**src/rtl/irq8_pkg.sv**
```systemverilog
package irq8_pkg;
  localparam int unsigned NSRC = 8;
  localparam int unsigned IDXW = $clog2(NSRC);
  localparam int unsigned VW   = 8;

  // lowest set index wins
  function automatic logic [IDXW-1:0] first_set(input logic [NSRC-1:0] v);
    logic [IDXW-1:0] r;
    r = '0;
    for (int i = NSRC - 1; i >= 0; i--) begin
      if (v[i]) r = IDXW'(i);
    end
    return r;
  endfunction
endpackage

```
**src/rtl/irq8_line.sv**
```systemverilog
module irq8_line #(
  parameter int unsigned SYNC_STAGES = 2
) (
  input  logic clk_i,
  input  logic rst_ni,
  input  logic pin_i,
  input  logic edge_mode_i,
  input  logic flag_wr_i,
  input  logic flag_wd_i,
  input  logic flag_clr_i,
  output logic flag_o,
  output logic req_o
);
  logic [SYNC_STAGES-1:0] sync_q;
  logic prev_q, flag_q, pin_s, fall;

  always_ff @(posedge clk_i or negedge rst_ni) begin
    if (!rst_ni) begin
      sync_q <= '1;
      prev_q <= 1'b1;
    end else begin
      sync_q <= {sync_q[SYNC_STAGES-2:0], pin_i};
      prev_q <= sync_q[SYNC_STAGES-1];
    end
  end

  assign pin_s = sync_q[SYNC_STAGES-1];
  assign fall  = prev_q & ~pin_s;

  // a fresh edge beats a clear so no edge is lost
  always_ff @(posedge clk_i or negedge rst_ni) begin
    if (!rst_ni)                flag_q <= 1'b0;
    else if (edge_mode_i && fall) flag_q <= 1'b1;
    else if (flag_clr_i)        flag_q <= 1'b0;
    else if (flag_wr_i)         flag_q <= flag_wd_i;
  end

  assign flag_o = flag_q;
  assign req_o  = edge_mode_i ? flag_q : ~pin_s;
endmodule

```
**src/rtl/irq8_pick.sv**
```systemverilog
module irq8_pick
  import irq8_pkg::*;
(
  input  logic [NSRC-1:0] req_i,
  input  logic [NSRC-1:0] hi_i,
  input  logic            allow_lo_i,
  input  logic            allow_hi_i,
  output logic            valid_o,
  output logic [IDXW-1:0] idx_o
);
  logic [NSRC-1:0] hi_req, lo_req;

  assign hi_req = req_i &  hi_i & {NSRC{allow_hi_i}};
  assign lo_req = req_i & ~hi_i & {NSRC{allow_lo_i}};

  always_comb begin
    valid_o = |hi_req | |lo_req;
    idx_o   = (|hi_req) ? first_set(hi_req) : first_set(lo_req);
  end
endmodule

```
**src/rtl/irq8_levels.sv**
```systemverilog
module irq8_levels (
  input  logic clk_i,
  input  logic rst_ni,
  input  logic push_i,
  input  logic push_hi_i,
  input  logic pop_i,
  output logic act_hi_o,
  output logic act_lo_o
);
  logic hi_q, lo_q;

  always_ff @(posedge clk_i or negedge rst_ni) begin
    if (!rst_ni) begin
      hi_q <= 1'b0;
      lo_q <= 1'b0;
    end else if (push_i) begin
      if (push_hi_i) hi_q <= 1'b1;
      else           lo_q <= 1'b1;
    end else if (pop_i) begin
      if (hi_q) hi_q <= 1'b0;
      else      lo_q <= 1'b0;
    end
  end

  assign act_hi_o = hi_q;
  assign act_lo_o = lo_q;
endmodule

```
**src/rtl/irq8_ctrl.sv**
```systemverilog
module irq8_ctrl
  import irq8_pkg::*;
#(
  parameter logic [7:0]  VEC_BASE    = 8'h03,
  parameter logic [7:0]  VEC_STRIDE  = 8'd8,
  parameter int unsigned SYNC_STAGES = 2
) (
  input  logic       clk_i,
  input  logic       rst_ni,
  input  logic [5:0] src_req_i,
  input  logic       ext_a_pin_i,
  input  logic       ext_b_pin_i,
  input  logic       en_wr_i,
  input  logic       pri_wr_i,
  input  logic       xctl_wr_i,
  input  logic [7:0] wdata_i,
  output logic [7:0] xctl_o,
  output logic       irq_o,
  output logic [7:0] vec_o,
  input  logic       ack_i,
  input  logic       reti_i
);
  localparam int unsigned NLEG = 6;
  localparam int unsigned NEXT = NSRC - NLEG;

  logic [NLEG-1:0] en_q, pri_q;
  logic            glb_q;
  logic [NEXT-1:0] typ_q, ex_q, px_q, flag, line_req, flag_clr;
  logic [NSRC-1:0] req_all, en_all, hi_all;
  logic            act_hi, act_lo, valid, irq_q, take;
  logic [IDXW-1:0] idx, src_q;

  always_ff @(posedge clk_i or negedge rst_ni) begin
    if (!rst_ni) begin
      en_q  <= '0;
      glb_q <= 1'b0;
      pri_q <= '0;
      typ_q <= '0;
      ex_q  <= '0;
      px_q  <= '0;
    end else begin
      if (en_wr_i) begin
        en_q  <= wdata_i[NLEG-1:0];
        glb_q <= wdata_i[7];
      end
      if (pri_wr_i) pri_q <= wdata_i[NLEG-1:0];
      if (xctl_wr_i) begin
        typ_q <= {wdata_i[4], wdata_i[0]};
        ex_q  <= {wdata_i[6], wdata_i[2]};
        px_q  <= {wdata_i[7], wdata_i[3]};
      end
    end
  end

  assign take = ack_i & irq_q;

  logic [NEXT-1:0] pins;
  assign pins = {ext_b_pin_i, ext_a_pin_i};

  for (genvar g = 0; g < NEXT; g++) begin : g_line
    assign flag_clr[g] = take && (src_q == IDXW'(NLEG + g));
    irq8_line #(.SYNC_STAGES(SYNC_STAGES)) u_line (
      .clk_i      (clk_i),
      .rst_ni     (rst_ni),
      .pin_i      (pins[g]),
      .edge_mode_i(typ_q[g]),
      .flag_wr_i  (xctl_wr_i),
      .flag_wd_i  (wdata_i[4*g+1]),
      .flag_clr_i (flag_clr[g]),
      .flag_o     (flag[g]),
      .req_o      (line_req[g])
    );
  end

  assign req_all = {line_req, src_req_i};
  assign en_all  = {ex_q, en_q} & {NSRC{glb_q}};
  assign hi_all  = {px_q, pri_q};

  irq8_pick u_pick (
    .req_i     (req_all & en_all),
    .hi_i      (hi_all),
    .allow_lo_i(~act_hi & ~act_lo),
    .allow_hi_i(~act_hi),
    .valid_o   (valid),
    .idx_o     (idx)
  );

  irq8_levels u_lvl (
    .clk_i    (clk_i),
    .rst_ni   (rst_ni),
    .push_i   (take),
    .push_hi_i(hi_all[src_q]),
    .pop_i    (reti_i),
    .act_hi_o (act_hi),
    .act_lo_o (act_lo)
  );

  // ack drops the strobe for a cycle so a vector is handed over once
  always_ff @(posedge clk_i or negedge rst_ni) begin
    if (!rst_ni) begin
      irq_q <= 1'b0;
      src_q <= '0;
    end else if (ack_i) begin
      irq_q <= 1'b0;
    end else begin
      irq_q <= valid;
      if (valid) src_q <= idx;
    end
  end

  assign irq_o  = irq_q;
  assign vec_o  = VEC_BASE + VEC_STRIDE * {{(VW-IDXW){1'b0}}, src_q};
  assign xctl_o = {px_q[1], ex_q[1], flag[1], typ_q[1],
                   px_q[0], ex_q[0], flag[0], typ_q[0]};
endmodule

```
**config.mk**
```make
export PLATFORM = sky130hd
export DESIGN_NAME = irq8_ctrl
export DESIGN_NICKNAME = d
export VERILOG_FILES = /design/src/rtl/irq8_pkg.sv /design/src/rtl/irq8_line.sv /design/src/rtl/irq8_pick.sv /design/src/rtl/irq8_levels.sv /design/src/rtl/irq8_ctrl.sv
export SDC_FILE = /design/constraint.sdc
export NUM_CORES = 1
export LEC_CHECK = 0
export ABC_AREA = 1
export BUFFER_PORTS_ARGS = -buffer_cell sky130_fd_sc_hd__buf_4
export CAP_MARGIN = 15
export CELL_PAD_IN_SITES_DETAIL_PLACEMENT = 2
export CELL_PAD_IN_SITES_GLOBAL_PLACEMENT = 2
export CORE_MARGIN = 2
export CORE_UTILIZATION = 30
export DETAILED_ROUTE_END_ITERATION = 8
export PLACE_DENSITY = 0.77
export REMOVE_ABC_BUFFERS = 1
export SLEW_MARGIN = 0
export SYNTH_ARGS = -nofsm -noshare
export SYNTH_HDL_FRONTEND = slang
export SYNTH_SLANG_ARGS = --single-unit
```
**constraint.sdc**
```tcl
create_clock -name clk_i -period 1.8 [get_ports clk_i]
set_input_delay 0.18 -clock clk_i [delete_from_list [all_inputs] [get_ports clk_i]]
set_output_delay 0.18 -clock clk_i [all_outputs]
set_load 0.05 [all_outputs]
```
==> results.md <==
GRT:
- The number of global-route vias before repair is 1803.
- Entering global routing, the biggest net connects 34 pins.
- The first global-routing pass estimated 8890 um of wire.
- The initial antenna violation count is 0.
- The global-route total usage across every layer is 18.2%.
- The overflow left after global routing is 0.

Run:
- Max-cap violations in this run came to 0.

Setup path:
- Among all stages on the critical path, the largest delay is contributed by sky130_fd_sc_hd__dfrtp_2.
- STA classifies the critical path endpoint as a flop.
- STA puts the critical path data required time at 1.98 ns.
- The critical path in this run is classified as reg2reg.
- The stage delay of the slowest cell on the critical path is 0.39 ns.
- The highest fanout seen on the critical path is 7.
- In this run the critical register-to-register path is launched from glb_q$_DFFE_PN0P_.
- Across all register-to-register paths, the minimum setup slack is 0.15 ns.
- Walking the worst path, the cells encountered are clkbuf_2 -> nand2_1 -> nor2_1 -> nand3_1 -> o21a_1 -> nand2_2 -> nor2_2 -> a21oi_4 -> inv_1 -> nand2_1 -> nand2_1.
- In this design, the critical path's most frequently occurring cell is sky130_fd_sc_hd__nand2_1.
- STA classifies the critical path startpoint as a flop.
- Measured in cells, the most critical reg-to-reg path has a length of 11.
- Data arrives at the worst endpoint at 1.83 ns.
- The worst register-to-register path ends at src_q[0]$_DFFE_PN0P_.

Routing:
- The post-route met1 wirelength is 2300 um.
- The routed design uses 150 um of met3 wire.
- The iteration count of the initial detailed-routing pass is 4.
- In the routed design, unresolved DRC markers number 0.
- The violation count after the first detailed-routing iteration is 56.
- Wires add up to 5310 um.
- In the routed layout, each cell is associated on average with a via count of 4.80.
- The routed length per placed instance is 15.6 um.
- The top layer reached by signal wires is met4.
- The met2 layer wire length in the routed design is 2790 um.
- The via count is 1632.
- In this run the remaining antenna-violating nets after routing total 0.

Floorplan:
- The die covers 6620 sq um.
- In this run the vertical extent of the chip is 81.4 um.
- The cell row count is 28.
- From left edge to right edge, the die measures 81.4 um.
- The number of top-level pins is 40.
- The core region is 5850 sq um.
- Once the floorplan was initialized, standard cells occupied 30.7% of the core.

Placed design:
- Summing all placed instances gives a cell area of 2070 sq um.
- At the end of routability-driven placement, the weighted congestion stood at 0.795.
- Detailed placement ended at an HPWL of 4140 um.
- In this run the tool buffered the top-level ports with 34 buffer cells.

Hold path:
- In this run the most critical hold path is launched from ack_i.
- The hold path endpoint is irq_o$_DFF_PN0_.
- The cell count of the worst hold path is 2.
- The kind of path behind the tightest hold check is in2reg.

STA:
- Counting I/O delays and the setup requirement, the final critical path takes 1.65 ns.
- The count of endpoints failing setup in the final report is 0.
- The max-slew violation count is 0.
- The maximum frequency from static timing analysis is 0.607 GHz.
- The count of endpoints failing hold in the final timing report is 0.
- The final critical path takes up 91.6% of the cycle.
- The clock skew is 0.0123 ns.

Synth:
- The async set or reset register ratio after synthesis is 100%.
- The number of warnings printed during yosys synthesis is 0.
- Synthesis handed over a netlist of 228 instances.
- Averaged over all synthesized cells, the footprint is 7.88 sq um.
- In the post-synthesis netlist, the cell with the most instances is sky130_fd_sc_hd__nand2_1.
- Yosys attributes the largest share of cell area to sky130_fd_sc_hd__dfrtp_1, sky130_fd_sc_hd__nand2_1, sky130_fd_sc_hd__dfstp_2, sky130_fd_sc_hd__inv_1, sky130_fd_sc_hd__o21ai_0.
- The count of unique library cells instantiated by Yosys is 27.
- In this run the cell area of the synthesized design comes to 1800 sq um.
- The largest area contributor in the synthesized netlist is sky130_fd_sc_hd__dfrtp_1.
- The top cell type's share of synthesized area is 37.6%.
- Of the synthesized area, sequential elements account for 46.4%.
- In this run, synthesis inferred 0 flip-flops with an integrated enable.
- After synthesis the netlist holds a flip-flop and latch count of 33.
- The commonest register cell after synthesis is sky130_fd_sc_hd__dfrtp_1.
- Ranked by instance count, the synthesized netlist is headed by sky130_fd_sc_hd__nand2_1, sky130_fd_sc_hd__inv_1, sky130_fd_sc_hd__dfrtp_1.

Layout:
- The net count of the finished layout is 287.
- The signed area change from the synthesized netlist to the final layout is 26.3%.
- Summing all multi-input logic gate instances after layout gives 791 sq um.
- Registers take 836 sq um.
- The number of fillers in the final layout is 694.
- In the final layout, the share of cells above drive strength 1 is 29.4%.
- The final instance area is 2270 sq um.
- The repair_antennas step left the layout with diodes totalling 0.

Clock network:
- The TritonCTS clock tree is built.
- Clock latency on the worst-skew pair, taken at its later pin, is 0.30 ns.
- The number of clock buffers added by TritonCTS is 5.
- The number of levels the H-tree was split into is 2.
- The post-CTS clock slew at the launch and capture registers of the worst setup and hold paths is 0.07 ns.
- CTS saw 33 sinks.
- The tree is rooted in a sky130_fd_sc_hd__clkbuf_8.
- The maximum count of clock buffers along a single path is 2.

Power:
- The power after layout is 0.00259 W.
- The leakage power summed over all cells is 1.15 nW.
- Dividing total power by cell area gives a power density of 1140 nW/um^2.
- VDD sags by at most 0.487 mV.

Status:
- The run finished with clean final reports.
==> power breakdown <==
part | internal [W] | switching (W)
registers | 0.000849 | 0.0000993
logic | 0.000288 | 0.000605
clock network | 0.000450 | 0.000295
total | 0.00159 | 0.00100
==> routing by layer <==
layer / up-vias / track usage, %
li1: 779 / -
met1: 818 / 21.9
met2: 28 / 32.7
met3: 7 / 3.44
met4: 0 / 5.25
met5: - / 0
==> final cells by class <==
class / count / share of cell area, %
repair buffers: 39 / 13.7
multi-input cells: 154 / 34.8
flip-flops and latches: 33 / 36.8
clock inverters: 2 / 1.65
clock buffers: 6 / 3.64
well taps: 75 / 4.13
inverters: 31 / 5.24
==> layout by cell type (no fill, tap or decap), types with 2 or more instances in the layout <==
cell type / count
sky130_fd_sc_hd__o21ai_0: 17
sky130_fd_sc_hd__inv_1: 29
sky130_fd_sc_hd__clkbuf_8: 6
sky130_fd_sc_hd__o221ai_1: 2
sky130_fd_sc_hd__nor2_1: 14
sky130_fd_sc_hd__o31ai_1: 2
sky130_fd_sc_hd__buf_4: 34
sky130_fd_sc_hd__nand3_1: 14
sky130_fd_sc_hd__nand2_2: 4
sky130_fd_sc_hd__dfrtp_2: 2
sky130_fd_sc_hd__o21ai_1: 2
sky130_fd_sc_hd__nor3_2: 2
sky130_fd_sc_hd__nor2_2: 4
sky130_fd_sc_hd__dfrtp_1: 25
sky130_fd_sc_hd__nand2_1: 65
sky130_fd_sc_hd__mux2_2: 6
sky130_fd_sc_hd__nand4_1: 2
sky130_fd_sc_hd__dfstp_2: 6
sky130_fd_sc_hd__conb_1: 5
sky130_fd_sc_hd__nand3_2: 3
sky130_fd_sc_hd__a21oi_1: 3
sky130_fd_sc_hd__and2_4: 2
sky130_fd_sc_hd__nor2_4: 2
sky130_fd_sc_hd__dlygate4sd3_1: 3
==> flip-flops by register name, summed over array words and instances (netlist names) <==
signal,flops
glb_q,1
g_line.u_line.sync_q,4
pri_q,6
src_q,3
en_q,6
u_lvl.act_lo_o,1
g_line.u_line.prev_q,2
u_lvl.act_hi_o,1
typ_q,2
g_line.u_line.flag_o,2
irq_o,1
ex_q,2
px_q,2
==> per-stage QoR <==
step / util [%] / std cells / setup TNS, ns / hold WS (ns) / setup WS, ns
after CTS: 37.9 / 338 / 0 / 0.0732 / 0.0983
after global routing: 38.8 / 340 / -0.00427 / 0.0793 / -0.00427
after detailed placement: 35.3 / 327 / 0 / 0.164 / 0.00529
after floorplan: - / 218 / 0 / -0.116 / 0.110
after global placement: 35.3 / 327 / 0 / 0.160 / 0.0319
final: 38.8 / 340 / 0 / 0.0802 / 0.152
==> timing repair <==
item | CTS | global route
hold buffers | 3 | 0
setup endpoints to repair | 1 | 3
resized for setup | 1 | 7
hold endpoints to repair | 29 | 0
setup buffers | 0 | 2
==> worst max-delay path: cells and delay by family, from the launching register on <==
family / cells / cell delay, ns
DFF: 1 / 0.39
AOI/OAI and AO/OA: 2 / 0.34
and+or+nand+nor: 7 / 0.57
buffers and inverters: 2 / 0.23
==> how the worst max path moves through the flow <==
stage | end | slack (ns) | cells after the start | startpoint
floorplan | src_q[0]$_DFFE_PN0P_ | 0.11 | 11 | typ_q[1]$_DFFE_PN0P_
global placement | src_q[0]$_DFFE_PN0P_ | 0.03 | 9 | glb_q$_DFFE_PN0P_
detailed placement | src_q[0]$_DFFE_PN0P_ | 0.005 | 9 | glb_q$_DFFE_PN0P_
CTS | src_q[0]$_DFFE_PN0P_ | 0.1 | 9 | glb_q$_DFFE_PN0P_
global route | src_q[0]$_DFFE_PN0P_ | -0.004 | 11 | glb_q$_DFFE_PN0P_
finish | src_q[0]$_DFFE_PN0P_ | 0.15 | 11 | glb_q$_DFFE_PN0P_
==> logic make-up after synthesis <==
family	Yosys count	share of synthesized area, %
other	2	0.418
AOI/OAI and AO/OA	29	9.68
muxes	6	3.76
DFF	33	46.4
and+or+nand+nor	114	28.3
buffers and inverters	44	11.5
Note: power is estimated with default switching activity, not from simulation.
